===== src/rtl/dtw_pkg.sv =====
package dtw_pkg;

    localparam int unsigned SET_W   = 9;
    localparam int unsigned WORD_W  = 3;
    localparam int unsigned PM_AW   = 14;
    localparam int unsigned REG_W   = 32;
    localparam int unsigned MAX_SETS = 1 << SET_W;

    typedef struct packed {
        logic [SET_W-1:0]  set_idx;
        logic [WORD_W-1:0] word_sel;
    } chmap_t;

    typedef struct packed {
        logic [SET_W-1:0]  set_idx;
        logic [WORD_W-1:0] word_idx;
        logic [1:0]        byte_off;
    } pm_addr_t;

    function automatic chmap_t map_from_word(input logic [REG_W-1:0] d);
        chmap_t m;
        m.set_idx  = d[13:5];
        m.word_sel = d[4:2];
        return m;
    endfunction

    function automatic logic [REG_W-1:0] map_to_word(input chmap_t m);
        return {18'b0, m.set_idx, m.word_sel, 2'b00};
    endfunction

endpackage


===== src/rtl/dtw_map_bank.sv =====
module dtw_map_bank
    import dtw_pkg::*;
#(
    parameter int unsigned NUM_CH = 8,
    localparam int unsigned IDX_W = (NUM_CH > 1) ? $clog2(NUM_CH) : 1
) (
    input  logic                     clk,
    input  logic                     rst,
    input  logic                     wr_en,
    input  logic [IDX_W-1:0]         addr,
    input  logic [REG_W-1:0]         wdata,
    output logic [REG_W-1:0]         rdata,
    output chmap_t [NUM_CH-1:0]      map_o
);

    chmap_t [NUM_CH-1:0] map_q;

    for (genvar c = 0; c < NUM_CH; c++) begin : g_reg
        always_ff @(posedge clk) begin
            if (rst) begin
                map_q[c] <= '0;
            end else if (wr_en && (int'(addr) == c)) begin
                map_q[c] <= map_from_word(wdata);
            end
        end
    end

    always_comb begin
        rdata = '0;
        if (int'(addr) < NUM_CH) begin
            rdata = map_to_word(map_q[addr]);
        end
    end

    assign map_o = map_q;

endmodule


===== src/rtl/dtw_chan_match.sv =====
module dtw_chan_match
    import dtw_pkg::*;
#(
    parameter int unsigned NUM_CH   = 8,
    parameter int unsigned NUM_SETS = 128
) (
    input  logic                 pm_we,
    input  pm_addr_t             pm_addr,
    input  chmap_t [NUM_CH-1:0]  map_i,
    output logic [NUM_CH-1:0]    hit
);

    logic set_in_range;

    assign set_in_range = (int'(pm_addr.set_idx) < NUM_SETS);

    for (genvar c = 0; c < NUM_CH; c++) begin : g_cmp
        assign hit[c] = pm_we && set_in_range
                        && (pm_addr.set_idx  == map_i[c].set_idx)
                        && (pm_addr.word_idx == map_i[c].word_sel);
    end

endmodule


===== src/rtl/dtw_evt_encoder.sv =====
module dtw_evt_encoder #(
    parameter int unsigned NUM_CH = 8,
    localparam int unsigned IDX_W = (NUM_CH > 1) ? $clog2(NUM_CH) : 1
) (
    input  logic              clk,
    input  logic              rst,
    input  logic [NUM_CH-1:0] hit,
    output logic [NUM_CH-1:0] evt_vec,
    output logic              evt_any,
    output logic [IDX_W-1:0]  evt_idx
);

    logic [IDX_W-1:0] first_d;

    always_comb begin
        first_d = '0;
        for (int i = NUM_CH - 1; i >= 0; i--) begin
            if (hit[i]) begin
                first_d = IDX_W'(i);
            end
        end
    end

    always_ff @(posedge clk) begin
        if (rst) begin
            evt_vec <= '0;
            evt_any <= 1'b0;
            evt_idx <= '0;
        end else begin
            evt_vec <= hit;
            evt_any <= |hit;
            evt_idx <= first_d;
        end
    end

endmodule


===== src/rtl/dma_trigword_detect.sv =====
module dma_trigword_detect
    import dtw_pkg::*;
#(
    parameter int unsigned NUM_CH   = 8,
    parameter int unsigned NUM_SETS = 128,
    localparam int unsigned CH_IDX_W = (NUM_CH > 1) ? $clog2(NUM_CH) : 1
) (
    input  logic                 clk,
    input  logic                 rst,
    input  logic                 cfg_we,
    input  logic [CH_IDX_W-1:0]  cfg_addr,
    input  logic [31:0]          cfg_wdata,
    output logic [31:0]          cfg_rdata,
    input  logic                 pm_we,
    input  logic [13:0]          pm_addr,
    output logic [NUM_CH-1:0]    evt_vec,
    output logic                 evt_any,
    output logic [CH_IDX_W-1:0]  evt_idx
);

    chmap_t [NUM_CH-1:0] map_w;
    logic   [NUM_CH-1:0] hit_w;
    pm_addr_t            pm_dec;

    assign pm_dec = pm_addr_t'(pm_addr);

    dtw_map_bank #(.NUM_CH(NUM_CH)) u_bank (
        .clk   (clk),
        .rst   (rst),
        .wr_en (cfg_we),
        .addr  (cfg_addr),
        .wdata (cfg_wdata),
        .rdata (cfg_rdata),
        .map_o (map_w)
    );

    dtw_chan_match #(.NUM_CH(NUM_CH), .NUM_SETS(NUM_SETS)) u_match (
        .pm_we   (pm_we),
        .pm_addr (pm_dec),
        .map_i   (map_w),
        .hit     (hit_w)
    );

    dtw_evt_encoder #(.NUM_CH(NUM_CH)) u_enc (
        .clk     (clk),
        .rst     (rst),
        .hit     (hit_w),
        .evt_vec (evt_vec),
        .evt_any (evt_any),
        .evt_idx (evt_idx)
    );

endmodule


===== config.mk =====
export PLATFORM = sky130hd
export DESIGN_NAME = dma_trigword_detect
export DESIGN_NICKNAME = d
export VERILOG_FILES = /design/src/rtl/dtw_pkg.sv /design/src/rtl/dtw_map_bank.sv /design/src/rtl/dtw_chan_match.sv /design/src/rtl/dtw_evt_encoder.sv /design/src/rtl/dma_trigword_detect.sv
export SDC_FILE = /design/constraint.sdc
export NUM_CORES = 1
export LEC_CHECK = 0
export ABC_AREA = 1
export CAP_MARGIN = 10
export CORE_ASPECT_RATIO = 1.4
export CORE_MARGIN = 10
export CORE_UTILIZATION = 30
export DETAILED_ROUTE_END_ITERATION = 12
export GPL_TIMING_DRIVEN = 0
export SETUP_SLACK_MARGIN = 0.05
export SKIP_LAST_GASP = 1
export SLEW_MARGIN = 30
export SYNTH_ARGS = -nofsm -noshare
export SYNTH_HDL_FRONTEND = slang
export SYNTH_SLANG_ARGS = --single-unit

===== constraint.sdc =====
create_clock -name clk -period 1.54 [get_ports clk]
set_input_delay 0.231 -clock clk [delete_from_list [all_inputs] [get_ports clk]]
set_output_delay 0.231 -clock clk [all_outputs]
set_load 0.01 [all_outputs]

* Word-level counts from Yosys, hierarchy flattened
Cells that the tools add are included.
** Cells by class
- Add/sub/neg operators :: 0
- Bitwise operators :: 0
- Eq/ne operators :: 23
- Divide/modulo/power cells :: 0
- Shift operators :: 0
- Reductions and logical operators :: 30
- $lt $le $gt $ge :: 2
- Multiply operators :: 0
- Multiplexer cells :: 9
** Operator list (count)
- 9-bit == test :: 8
- 12-bit binary-select mux with 3-bit select :: 1
- 1-bit logical AND :: 25
- 3-bit == test :: 8
- 3-bit == test (second input constant) :: 4
- 12-bit 2-to-1 mux :: 1
- 3-bit 2-to-1 mux :: 4
- 9-bit by 8-bit < comparator with 1-bit output (second input constant) :: 1
- 8-bit OR reduction :: 1
- 3-bit by 2-bit == test with 1-bit output (second input constant) :: 2
- 5-bit OR reduction :: 1
- 3-bit by 4-bit < comparator with 1-bit output (second input constant) :: 1
- 2-bit 2-to-1 mux :: 2
- 3-bit by 1-bit == test with 1-bit output (second input constant) :: 1
- 3-bit logical NOT :: 1
- 3-bit OR reduction :: 1
- 2-bit OR reduction :: 1
- 1-bit 2-to-1 mux :: 1
** Storage, ports and cells
- Register bits :: 108
- Memory bits (writable) :: 0
- ROM bits :: 0
- Memories :: 0
- Bits in latches :: 0
- Input bits :: 53
- Output and inout port bits :: 44
- Word-level logic and storage cells :: 85

* Depth between registers and ports, before layout
Gate-level depths: netlist of the first run.
- Depth after elaboration :: 11
- Mapped depth :: 15
- Mapped depth without buffers :: 14

* By module
A second synthesis of the first run with hierarchy kept.
** Second synthesis, totals
- Cells, all modules :: 1124
- Area total of the unflattened synthesis :: 6572.6 um^2
** By module, submodules not included
- dtw_map_bank :: instances 1, area each 4584.4 um^2, sequential area each 1921.8 um^2, cells an instance 730
- dtw_chan_match :: instances 1, area each 1581.5 um^2, sequential area each 0.0 um^2, cells an instance 349
- dtw_evt_encoder :: instances 1, area each 406.6 um^2, sequential area each 240.2 um^2, cells an instance 45

* Least setup slack after synthesis of the first run
No wires, ideal clock.
- Path kind :: input to output
- From :: in cfg_addr[1]
- To :: out cfg_rdata[9]
- Data arrival time :: 1.174 ns
- Cell stages on the path :: 7
- Setup slack :: 0.135 ns
- Path through :: inv_1 > nand2_1 > buf_2 > inv_2 > buf_2 > a221oi_1 > o21ai_0
** On the way
- Word-level cells in the longest chain between the ends :: 2
** Ends and longest elaborated chain
- from (decl) :: line dma_trigword_detect.sv:11 : input logic [CH_IDX_W-1:0] cfg_addr,
- 12-bit binary-select mux with 3-bit select :: line dtw_map_bank.sv:31 : rdata = map_to_word(map_q[addr]);
- 12-bit 2-to-1 mux (not written as such) :: line dtw_map_bank.sv:31
- to (decl) :: line dma_trigword_detect.sv:13 : output logic [31:0] cfg_rdata,
No other way between the ends. The select of a mux whose other input is x is not followed.

* Worst setup path after layout of the first run
- From :: reg u_bank.map_q, in the netlist u_bank.map_o[69]
- To :: out cfg_rdata[11]
** On the way
- Word-level cells in the longest chain between the ends :: 2
** Ends and longest elaborated chain
- from (decl) :: line dtw_map_bank.sv:16 : chmap_t [NUM_CH-1:0] map_q;
- from (signal, indexed assignment) :: line dtw_map_bank.sv:23 : map_q[c] <= map_from_word(wdata);
- 12-bit binary-select mux with 3-bit select :: line dtw_map_bank.sv:31
- 12-bit 2-to-1 mux (not written as such) :: line dtw_map_bank.sv:31
No other way between the ends. The select of a mux whose other input is x is not followed.

==> qor.txt, run 1 <==
status = finished with violations
failing checks = negative setup slack
core area = 18700 um^2
f_max = 0.626 GHz
syn_area_per_cell = 6.88 um^2
DR pass1 iterations = 5
Antenna Cells = 0
final core occ = 0.428
TritonCTS buffer count = 9
die width = 137 um
Lkg Pwr = 3.22 nW
clk root buf = clkbuf_16
post-synthesis cell area = 5720 um^2
share of layout cells above drive strength 1 = 0.326
vias in the first global route = 6081
max_cap viols = 0
Power Dens Cells = 870 nW/um^2
EDFF count, synth = 0
CP Data Required Time = 1.31 ns
area growth from synthesis to layout = 39.8%
initial DRC count = 633
Sinks on Clock Net = 108
initial antenna violation count = 0
slowest stage cell, crit path = dfxtp_2
ys async rst share = 0
worst setup path category = register to primary output
Max H-tree Level = 3
Synth area leaders = dfxtp_1 (38%), nor2_1 (10%), o21ai_0 (9.9%)
Final Hold Vio Count = 0
yosys warns = 0
initial core utilization = 0.306
crit path DAT = 1.37 ns
Synth top area share = 0.378
Final min period = 1.60 ns
DR vias/cell = 5.29
filler instances = 1873
Clk pin slew, worst setup/hold paths = 0.07 ns
Slew HR = 0.540
worst-path maximum fanout = 2
prevailing post-synth register cell = dfxtp_1
Critical Path End Type = primary output
Mapped Cells = 831
largest net degree at the start of global routing = 18
Distinct cells, synth = 43
most common cell in the netlist = nor2_1
# rows = 59
fin. max-slew vios = 0
CTS tree = yes
top cells by count, synth = nor2_1 (154), nand2_1 (129), o21ai_0 (113), dfxtp_1 (108), inv_1 (58)
pre-CTS setup slack = -1.53 ns
WL per Instance = 19.8 um
worst path cell trace = inv_2 > buf_6 > o22ai_4 > a221oi_2 > o21ai_1 > buf_2
CTS Buffer Depth = 2
DIE HEIGHT = 183 um
CTS Hold Buffers Added = 0
die area = 25100 um^2
Final GP Congestion = 0.978
worst-margin pin slew = 0.690 ns
Post-DP Area = 6500 um^2
total grt overflow = 0
worst hold path type = primary input to register
Slowest Stage Delay on Critical Path = 0.33 ns
Final setup violation count = 7
# nets final = 996
vias = 6306
unrepaired setup endpoints after global routing = yes
Total Wirelength = 23600 um
Final Skew = 0.00474 ns
antenna viol nets, final = 0
synthesized flop and latch total = 108
I/O Pins = 97
DP Wirelength = 17100 um
post-synthesis sequential area ratio = 0.378
first-pass GRT wire length = 35100 um
drc violations = 0
Port Buf Inserts = 41
total global routing track utilization = 0.185
IR drop worst, VDD = 0.607 mV
Final period util = 1.04
final instance area = 7990 um^2
crit path setup slack, layout = -0.0581 ns
worst-skew pair later-pin latency = 0.36 ns
cell accounting for the most synthesized area = dfxtp_1
CP Launch Type = register
==> what timing repair did <==
| action | CTS | global route |
|---|---|---|
| gates resized for setup | 255 | 93 |
| setup buffers | 30 | 13 |
| gates cloned | 1 | 0 |
| pin swaps | 42 | 47 |
| setup endpoints to repair | 113 | 86 |
==> layout make-up <==
class	count	area, um^2	area share
flip-flops and latches	108	2220	0.277
plain buffers	64	478	0.0598
inverters	71	308	0.0385
repair buffers	83	746	0.0933
clock buffers	11	253	0.0316
multi-input cells	606	3580	0.448
clock inverters	5	106	0.0133
well taps	244	305	0.0382
==> cells in the final DEF (no fill, tap or decap), types with 12 or more instances in the layout <==
cell               n
inv_2             33
o22ai_1           14
buf_6             12
nor2_1           141
nand2_1          114
conb_1            20
o21ai_1           12
clkdlybuf4s50_1   21
xnor2_1           24
buf_4             56
buf_2             20
o21ai_2           14
inv_1             31
dfxtp_2           41
o21ai_0           93
nor2_4            14
dfxtp_1           66
a21oi_1           50
==> registers in the layout (all words and copies together) (netlist names) <==
name,cells
u_enc.evt_vec,8
u_enc.evt_idx,3
u_enc.evt_any,1
u_bank.map_o,96
==> per-layer routing <==
metal  GRT usage  wire [um]  vias up
li1            -          -     2929
met3      0.0336       1720      119
met5           0          0        -
met2       0.323      11700      316
met4       0.130       1790        0
met1       0.194       8390     2942
==> power by group <==
group          switching [W]  leakage, nW  internal, W
Combinational       0.000730         2.15     0.000448
Clock                0.00111        0.172      0.00169
Sequential         0.0000905        0.897      0.00289
Total                0.00193         3.22      0.00502
==> worst max-delay path: cells and delay by family (launching register included) <==
| family | cells | cell delay (ns) |
|---|---|---|
| AO/OA/AOI/OAI | 3 | 0.39 |
| flip-flops | 1 | 0.33 |
| buffers and inverters | 3 | 0.30 |
==> per-stage QoR <==
stage                     hold WS, ns  TNS [ns]  instances  total power [W]
after floorplan                 0.366         0        850          0.00356
after global placement          0.469    -73.82       1135          0.00392
after detailed placement        0.481    -74.61       1135          0.00392
after CTS                       0.144   -0.0752       1182          0.00684
after global routing            0.186    -0.670       1192          0.00716
final                           0.144    -0.159       1192          0.00695
==> cell families after synthesis <==
kind of cell    share of synthesized area
simple gates                        0.239
buf+inv                             0.110
flops                               0.378
compound gates                      0.223
other cells                      0.000656
xor+xnor                           0.0490
==> final timing paths <==
path / from / endpoint / slack [ns] / cells past startpoint
worst max register to register: u_bank.map_o[66] / u_enc.evt_idx[0] / 0.04 / 10
worst min register to register: u_bank.map_o[82] / u_bank.map_o[82] / 0.48 / 2
worst min-delay path: rst / u_enc.evt_any / 0.14 / 2
worst max-delay path: u_bank.map_o[69] / cfg_rdata[11] / -0.06 / 6
No activity file was read; power rests on OpenSTA's default activity.
==> run 2: changes to the inputs <==
Settings changed: SETUP_SLACK_MARGIN 0.05 to 0.15, SKIP_CTS_REPAIR_TIMING set to 1.
==> run 2 against run 1 <==
The run still ends with negative setup slack left; clock power down 5%; total power decreased by 2.6%; worst setup slack worse by 0.018 ns; largest cell class unchanged; largest power group unchanged.
==> qor.txt, run 2 (synthesized netlist as in run 1, its figures left out) <==
worst hold path type = primary input to register
worst-path maximum fanout = 8 (+6)
CP Launch Type = primary input
initial core utilization = 0.306 (unchanged)
Port Buf Inserts = 41 (unchanged)
clk root buf = clkbuf_16
I/O Pins = 97 (unchanged)
path depth of the worst reg2reg path = 8 (-2)
Reg2Reg Setup Slack = 0.10 ns (+0.06 ns)
Final GP Congestion = 0.948 (-3.0%)
Final period util = 1.05 (+0.0117)
# nets final = 1000 (+0.40%)
status = finished with violations
Final min period = 1.62 ns (+0.0180 ns)
unrepaired setup endpoints after global routing = yes
initial DRC count = 565 (-11%)
f_max = 0.619 GHz (-1.1%)
worst-margin pin slew = 0.708 ns (+0.0187 ns)
antenna viol nets, final = 0 (unchanged)
commonest non-fill, non-tap cell in the layout = nor2_1
DIE HEIGHT = 183 um (unchanged)
crit path setup slack, layout = -0.0760 ns (-0.0180 ns)
Final setup violation count = 9 (+2)
failing checks = negative setup slack
area growth from synthesis to layout = 38.4%
Clk pin slew, worst setup/hold paths = 0.08 ns (about the same)
CP Data Required Time = 1.31 ns (about the same)
drc violations = 0 (unchanged)
Power Dens Cells = 856 nW/um^2 (-1.6%)
worst-skew pair later-pin latency = 0.36 ns (about the same)
Slew HR = 0.528 (-0.0125)
register area = 2220 um^2 (about the same)
die width = 137 um (unchanged)
crit path DAT = 1.39 ns (+0.02 ns)
WL per Instance = 19.9 um (+0.54%)
Final Skew = 0.00862 ns (+0.00388 ns)
filler instances = 1852 (-1.1%)
Hold Slack = 0.143 ns (-0.000158 ns)
CTS tree = yes
vias = 6159 (-2.3%)
first-pass GRT wire length = 33600 um (-4.3%)
# rows = 59 (unchanged)
Total Wirelength = 23800 um (+0.88%)
final core occ = 0.424 (-0.00449)
Lkg Pwr = 3.44 nW (+7.0%)
area of the multi-input gates = 3520 um^2 (-1.7%)
worst setup path category = primary input to primary output
fin. max-slew vios = 0 (unchanged)
DR vias/cell = 5.15 (-2.7%)
max reg flops = 96 (unchanged)
hold path cells = 2 (unchanged)
Sinks on Clock Net = 108 (unchanged)
total grt overflow = 0 (unchanged)
max_cap viols = 0 (unchanged)
total global routing track utilization = 0.177 (-0.00758)
core area = 18700 um^2 (unchanged)
Max H-tree Level = 3 (unchanged)
Final Hold Vio Count = 0 (unchanged)
most frequent cells in the layout = nor2_1 (138), nand2_1 (117), o21ai_0 (96)
DP Wirelength = 17400 um (+1.4%)
largest net degree at the start of global routing = 19 (+1)
DR pass1 iterations = 5 (unchanged)
Antenna Cells = 0 (unchanged)
share of layout cells above drive strength 1 = 0.317 (-0.00872)
Layout Cells excl Fill = 1196 (+0.34%)
placed cell count = 1135 (unchanged)
TritonCTS buffer count = 9 (unchanged)
Critical Path End Type = primary output
initial antenna violation count = 0 (unchanged)
IR drop worst, VDD = 0.544 mV (-10%)
CTS Buffer Depth = 2 (unchanged)
die area = 25100 um^2 (unchanged)
vias in the first global route = 5810 (-4.5%)
run 2: layer usage:
metal / wire [um] / vias up / GRT usage
met5: 0 / - / 0
met4: 1410 / 0 / 0.0944
met3: 1450 / 83 / 0.0304
met2: 12200 / 268 / 0.320
met1: 8740 / 2870 / 0.190
li1: - / 2938 / -
run 2: worst paths after layout:
path | from | to
setup / recovery | cfg_addr[1] | cfg_rdata[11]
hold / removal | rst | u_enc.evt_any
setup reg to reg | u_bank.map_o[27] | u_enc.evt_idx[2]
hold reg to reg | u_bank.map_o[53] | u_bank.map_o[53]
run 2: area by class of cell:
class | count | area share
Buffer | 65 | 0.0581
Clock buffer | 10 | 0.0302
Clock inverter | 6 | 0.0119
Inverter | 71 | 0.0370
Multi-Input combinational cell | 606 | 0.445
Sequential cell | 108 | 0.280
Tap cell | 244 | 0.0386
Timing Repair Buffer | 86 | 0.0989
run 2: per-stage QoR:
stage          setup TNS, ns  worst slack (ns)  power (W)  cell area, um^2
2_1_floorplan              0             0.157    0.00356             5790
3_3_place_gp          -75.75             -1.56    0.00393             6500
3_5_place_dp          -77.59             -1.58    0.00393             6500
4_1_cts               -39.42             -1.58    0.00651             6840
5_1_grt               -0.788            -0.127    0.00694             7910
6_report              -0.496           -0.0760    0.00677             7910
run 2: power breakdown:
part           total, W  leakage (nW)  switching (W)  internal (W)
combinational   0.00115          2.38       0.000717      0.000437
clock           0.00265         0.160        0.00116       0.00149
sequential      0.00297         0.896      0.0000877       0.00288
run 2: worst max-delay path: stages:
cell      delay, ns
buf_12         0.11
inv_6          0.06
nor2_4         0.04
buf_6          0.14
buf_4          0.17
a221oi_2       0.32
o21ai_1        0.14
buf_2          0.16
==> run 3: changes to the inputs <==
Settings changed: PLACE_DENSITY_LB_ADDON set to 0.1, SETUP_SLACK_MARGIN 0.15 to 0.5.
==> run 3 against run 2 <==
The run still ends with negative setup slack left; design area rose by 6.3%; register-to-register slack improved by 0.03 ns; sequential power barely moved; largest cell class unchanged; sequential share of layout area fell by 1.4 points; worst setup slack improved by 0.014 ns; highest routed layer unchanged; critical path depth did not move; global-route usage rose by 1.3 points; critical path type unchanged; flip-flop and latch count did not move; clock skew fell by 0.00076 ns; final cell count rose by 0.25%; worst hold slack improved by 0.018 ns.
==> qor.txt, run 3 (synthesized netlist as in run 1, its figures left out) <==
Hold Slack = 0.162 ns (+0.0181 ns)
Final min period = 1.60 ns (-0.0144 ns)
total global routing track utilization = 0.190 (+0.0134)
WL per Instance = 20.8 um (+4.5%)
Slowest Stage Delay on Critical Path = 0.37 ns (+0.05 ns)
Post-DP Area = 6850 um^2 (+5.3%)
GRT met3 Usage = 0.0320 (+0.00164)
antenna viol nets, final = 0 (unchanged)
filler instances = 1897 (+2.4%)
worst setup path category = primary input to primary output
status = finished with violations
met2 Usage GRT = 0.324 (+0.00407)
Lkg Pwr = 3.47 nW (+0.78%)
Design Power = 0.00692 W (+2.2%)
Worst Path Buf+Inv = 5 (unchanged)
worst-skew pair later-pin latency = 0.36 ns (about the same)
final instance area = 8410 um^2 (+6.3%)
# rows = 59 (unchanged)
Critical Path Most Common Cell = buf_12
Final period util = 1.04 (-0.00934)
Total Wirelength = 24900 um (+4.7%)
Reg2Reg Setup Slack = 0.13 ns (+0.03 ns)
DIE HEIGHT = 183 um (unchanged)
# nets final = 1003 (+0.30%)
largest net degree at the start of global routing = 19 (unchanged)
Final Hold Vio Count = 0 (unchanged)
Hold Path End = u_enc.evt_any
die area = 25100 um^2 (unchanged)
vias = 6143 (-0.26%)
worst hold path type = primary input to register
commonest non-fill, non-tap cell in the layout = nor2_1
worst flop-to-flop path startpoint = u_bank.map_o[68]
IR drop worst, VDD = 0.480 mV (-12%)
path depth of the worst reg2reg path = 10 (+2)
max reg flops = 96 (unchanged)
pre-CTS setup slack = -1.28 ns (+0.294 ns)
hold path cells = 2 (unchanged)
CP Launch Type = primary input
Worst Hold Launch = rst
unrepaired setup endpoints after global routing = yes
Final GP Congestion = 0.885 (-6.7%)
share of layout cells above drive strength 1 = 0.422 (+0.105)
first-pass GRT wire length = 35600 um (+6.0%)
Slew HR = 0.526 (-0.00177)
most frequent cells in the layout = nor2_1 (115), nand2_1 (107), o21ai_0 (85)
fin. max-slew vios = 0 (unchanged)
initial core utilization = 0.306 (unchanged)
slowest stage cell, crit path = a221oi_2
core area = 18700 um^2 (unchanged)
GR Layer Usage met1 = 0.233 (+0.0435)
DP Wirelength = 18300 um (+5.2%)
Max H-tree Level = 3 (unchanged)
RR Endpoint = u_enc.evt_idx[0]
worst-margin pin slew = 0.711 ns (+0.00265 ns)
register area = 2240 um^2 (+1.1%)
CTS tree = yes
DR vias/cell = 5.12 (-0.51%)
busiest grt layer = met2
die width = 137 um (unchanged)
crit path DAT = 1.37 ns (-0.02 ns)
clk root buf = clkbuf_16
Port Buf Inserts = 41 (unchanged)
total grt overflow = 0 (unchanged)
initial DRC count = 430 (-24%)
Final Skew = 0.00786 ns (-0.000762 ns)
area of the multi-input gates = 3790 um^2 (+7.6%)
crit path setup slack, layout = -0.0617 ns (+0.0144 ns)
drc violations = 0 (unchanged)
worst path cell trace = buf_12 > inv_16 > nor2_4 > buf_12 > buf_4 > a221oi_2 > o21ai_2 > buf_6
vias in the first global route = 5604 (-3.5%)
Sinks on Clock Net = 108 (unchanged)
worst-path maximum fanout = 7 (-1)
CP Data Required Time = 1.31 ns (about the same)
f_max = 0.624 GHz (+0.90%)
CP delay by family, top = buffers and inverters
TritonCTS buffer count = 9 (unchanged)
Clk pin slew, worst setup/hold paths = 0.07 ns (about the same)
area growth from synthesis to layout = 47.1%
max_cap viols = 0 (unchanged)
failing checks = negative setup slack
DR pass1 iterations = 5 (unchanged)
I/O Pins = 97 (unchanged)
initial antenna violation count = 0 (unchanged)
CTS Buffer Depth = 2 (unchanged)
Antenna Cells = 0 (unchanged)
Power Dens Cells = 823 nW/um^2 (-3.9%)
Critical Path End Type = primary output
Final setup violation count = 12 (+3)
[run 3: power breakdown]
group	switching, W	leakage (nW)	internal [W]	total, W
clock network	0.00119	0.163	0.00149	0.00268
logic	0.000769	2.40	0.000499	0.00127
registers	0.0000966	0.903	0.00288	0.00298
total	0.00206	3.47	0.00487	0.00692
[run 3: worst max path at each step]
stage                            from          endpoint  slack (ns)  cells past startpoint
final                     cfg_addr[1]      cfg_rdata[7]       -0.06                      8
after global routing      cfg_addr[1]      cfg_rdata[7]        -0.1                      8
after CTS                 cfg_addr[1]     cfg_rdata[11]       -1.28                     10
after detailed placement  cfg_addr[1]     cfg_rdata[11]       -1.28                     10
after global placement    cfg_addr[1]     cfg_rdata[11]       -1.27                     10
after floorplan           pm_addr[13]  u_enc.evt_idx[0]        0.25                     10
[run 3: area by class of cell]
type / instances / area share
Clock buffer: 10 / 0.0284
Buffer: 65 / 0.0672
Sequential cell: 108 / 0.267
Inverter: 71 / 0.0396
Multi-Input combinational cell: 606 / 0.450
Clock inverter: 6 / 0.0113
Timing Repair Buffer: 89 / 0.100
Tap cell: 244 / 0.0363
[run 3: worst reg2reg max path, stage by stage, from the launching register on]
cell and delay, ns:
dfxtp_2 0.33, buf_4 0.13, xnor2_2 0.18, nand3_2 0.11, nor2_4 0.18, nand2_4 0.09
nand2_2 0.07, nand2_2 0.05, nand2_1 0.05, nand2_1 0.06, a21oi_2 0.10
[run 3: layer usage]
metal,share of wire,up-vias
met5,0,-
met4,0.028,0
met3,0.057,44
met2,0.50,226
met1,0.42,2908
li1,-,2965
[run 3: stage by stage]
| stage | util | TNS, ns | instances |
|---|---|---|---|
| after floorplan | - | 0 | 850 |
| after global placement | 0.367 | -72.99 | 1135 |
| after detailed placement | 0.367 | -72.82 | 1135 |
| after CTS | 0.384 | -32.37 | 1151 |
| after global routing | 0.450 | -0.896 | 1199 |
| final | 0.450 | -0.399 | 1199 |
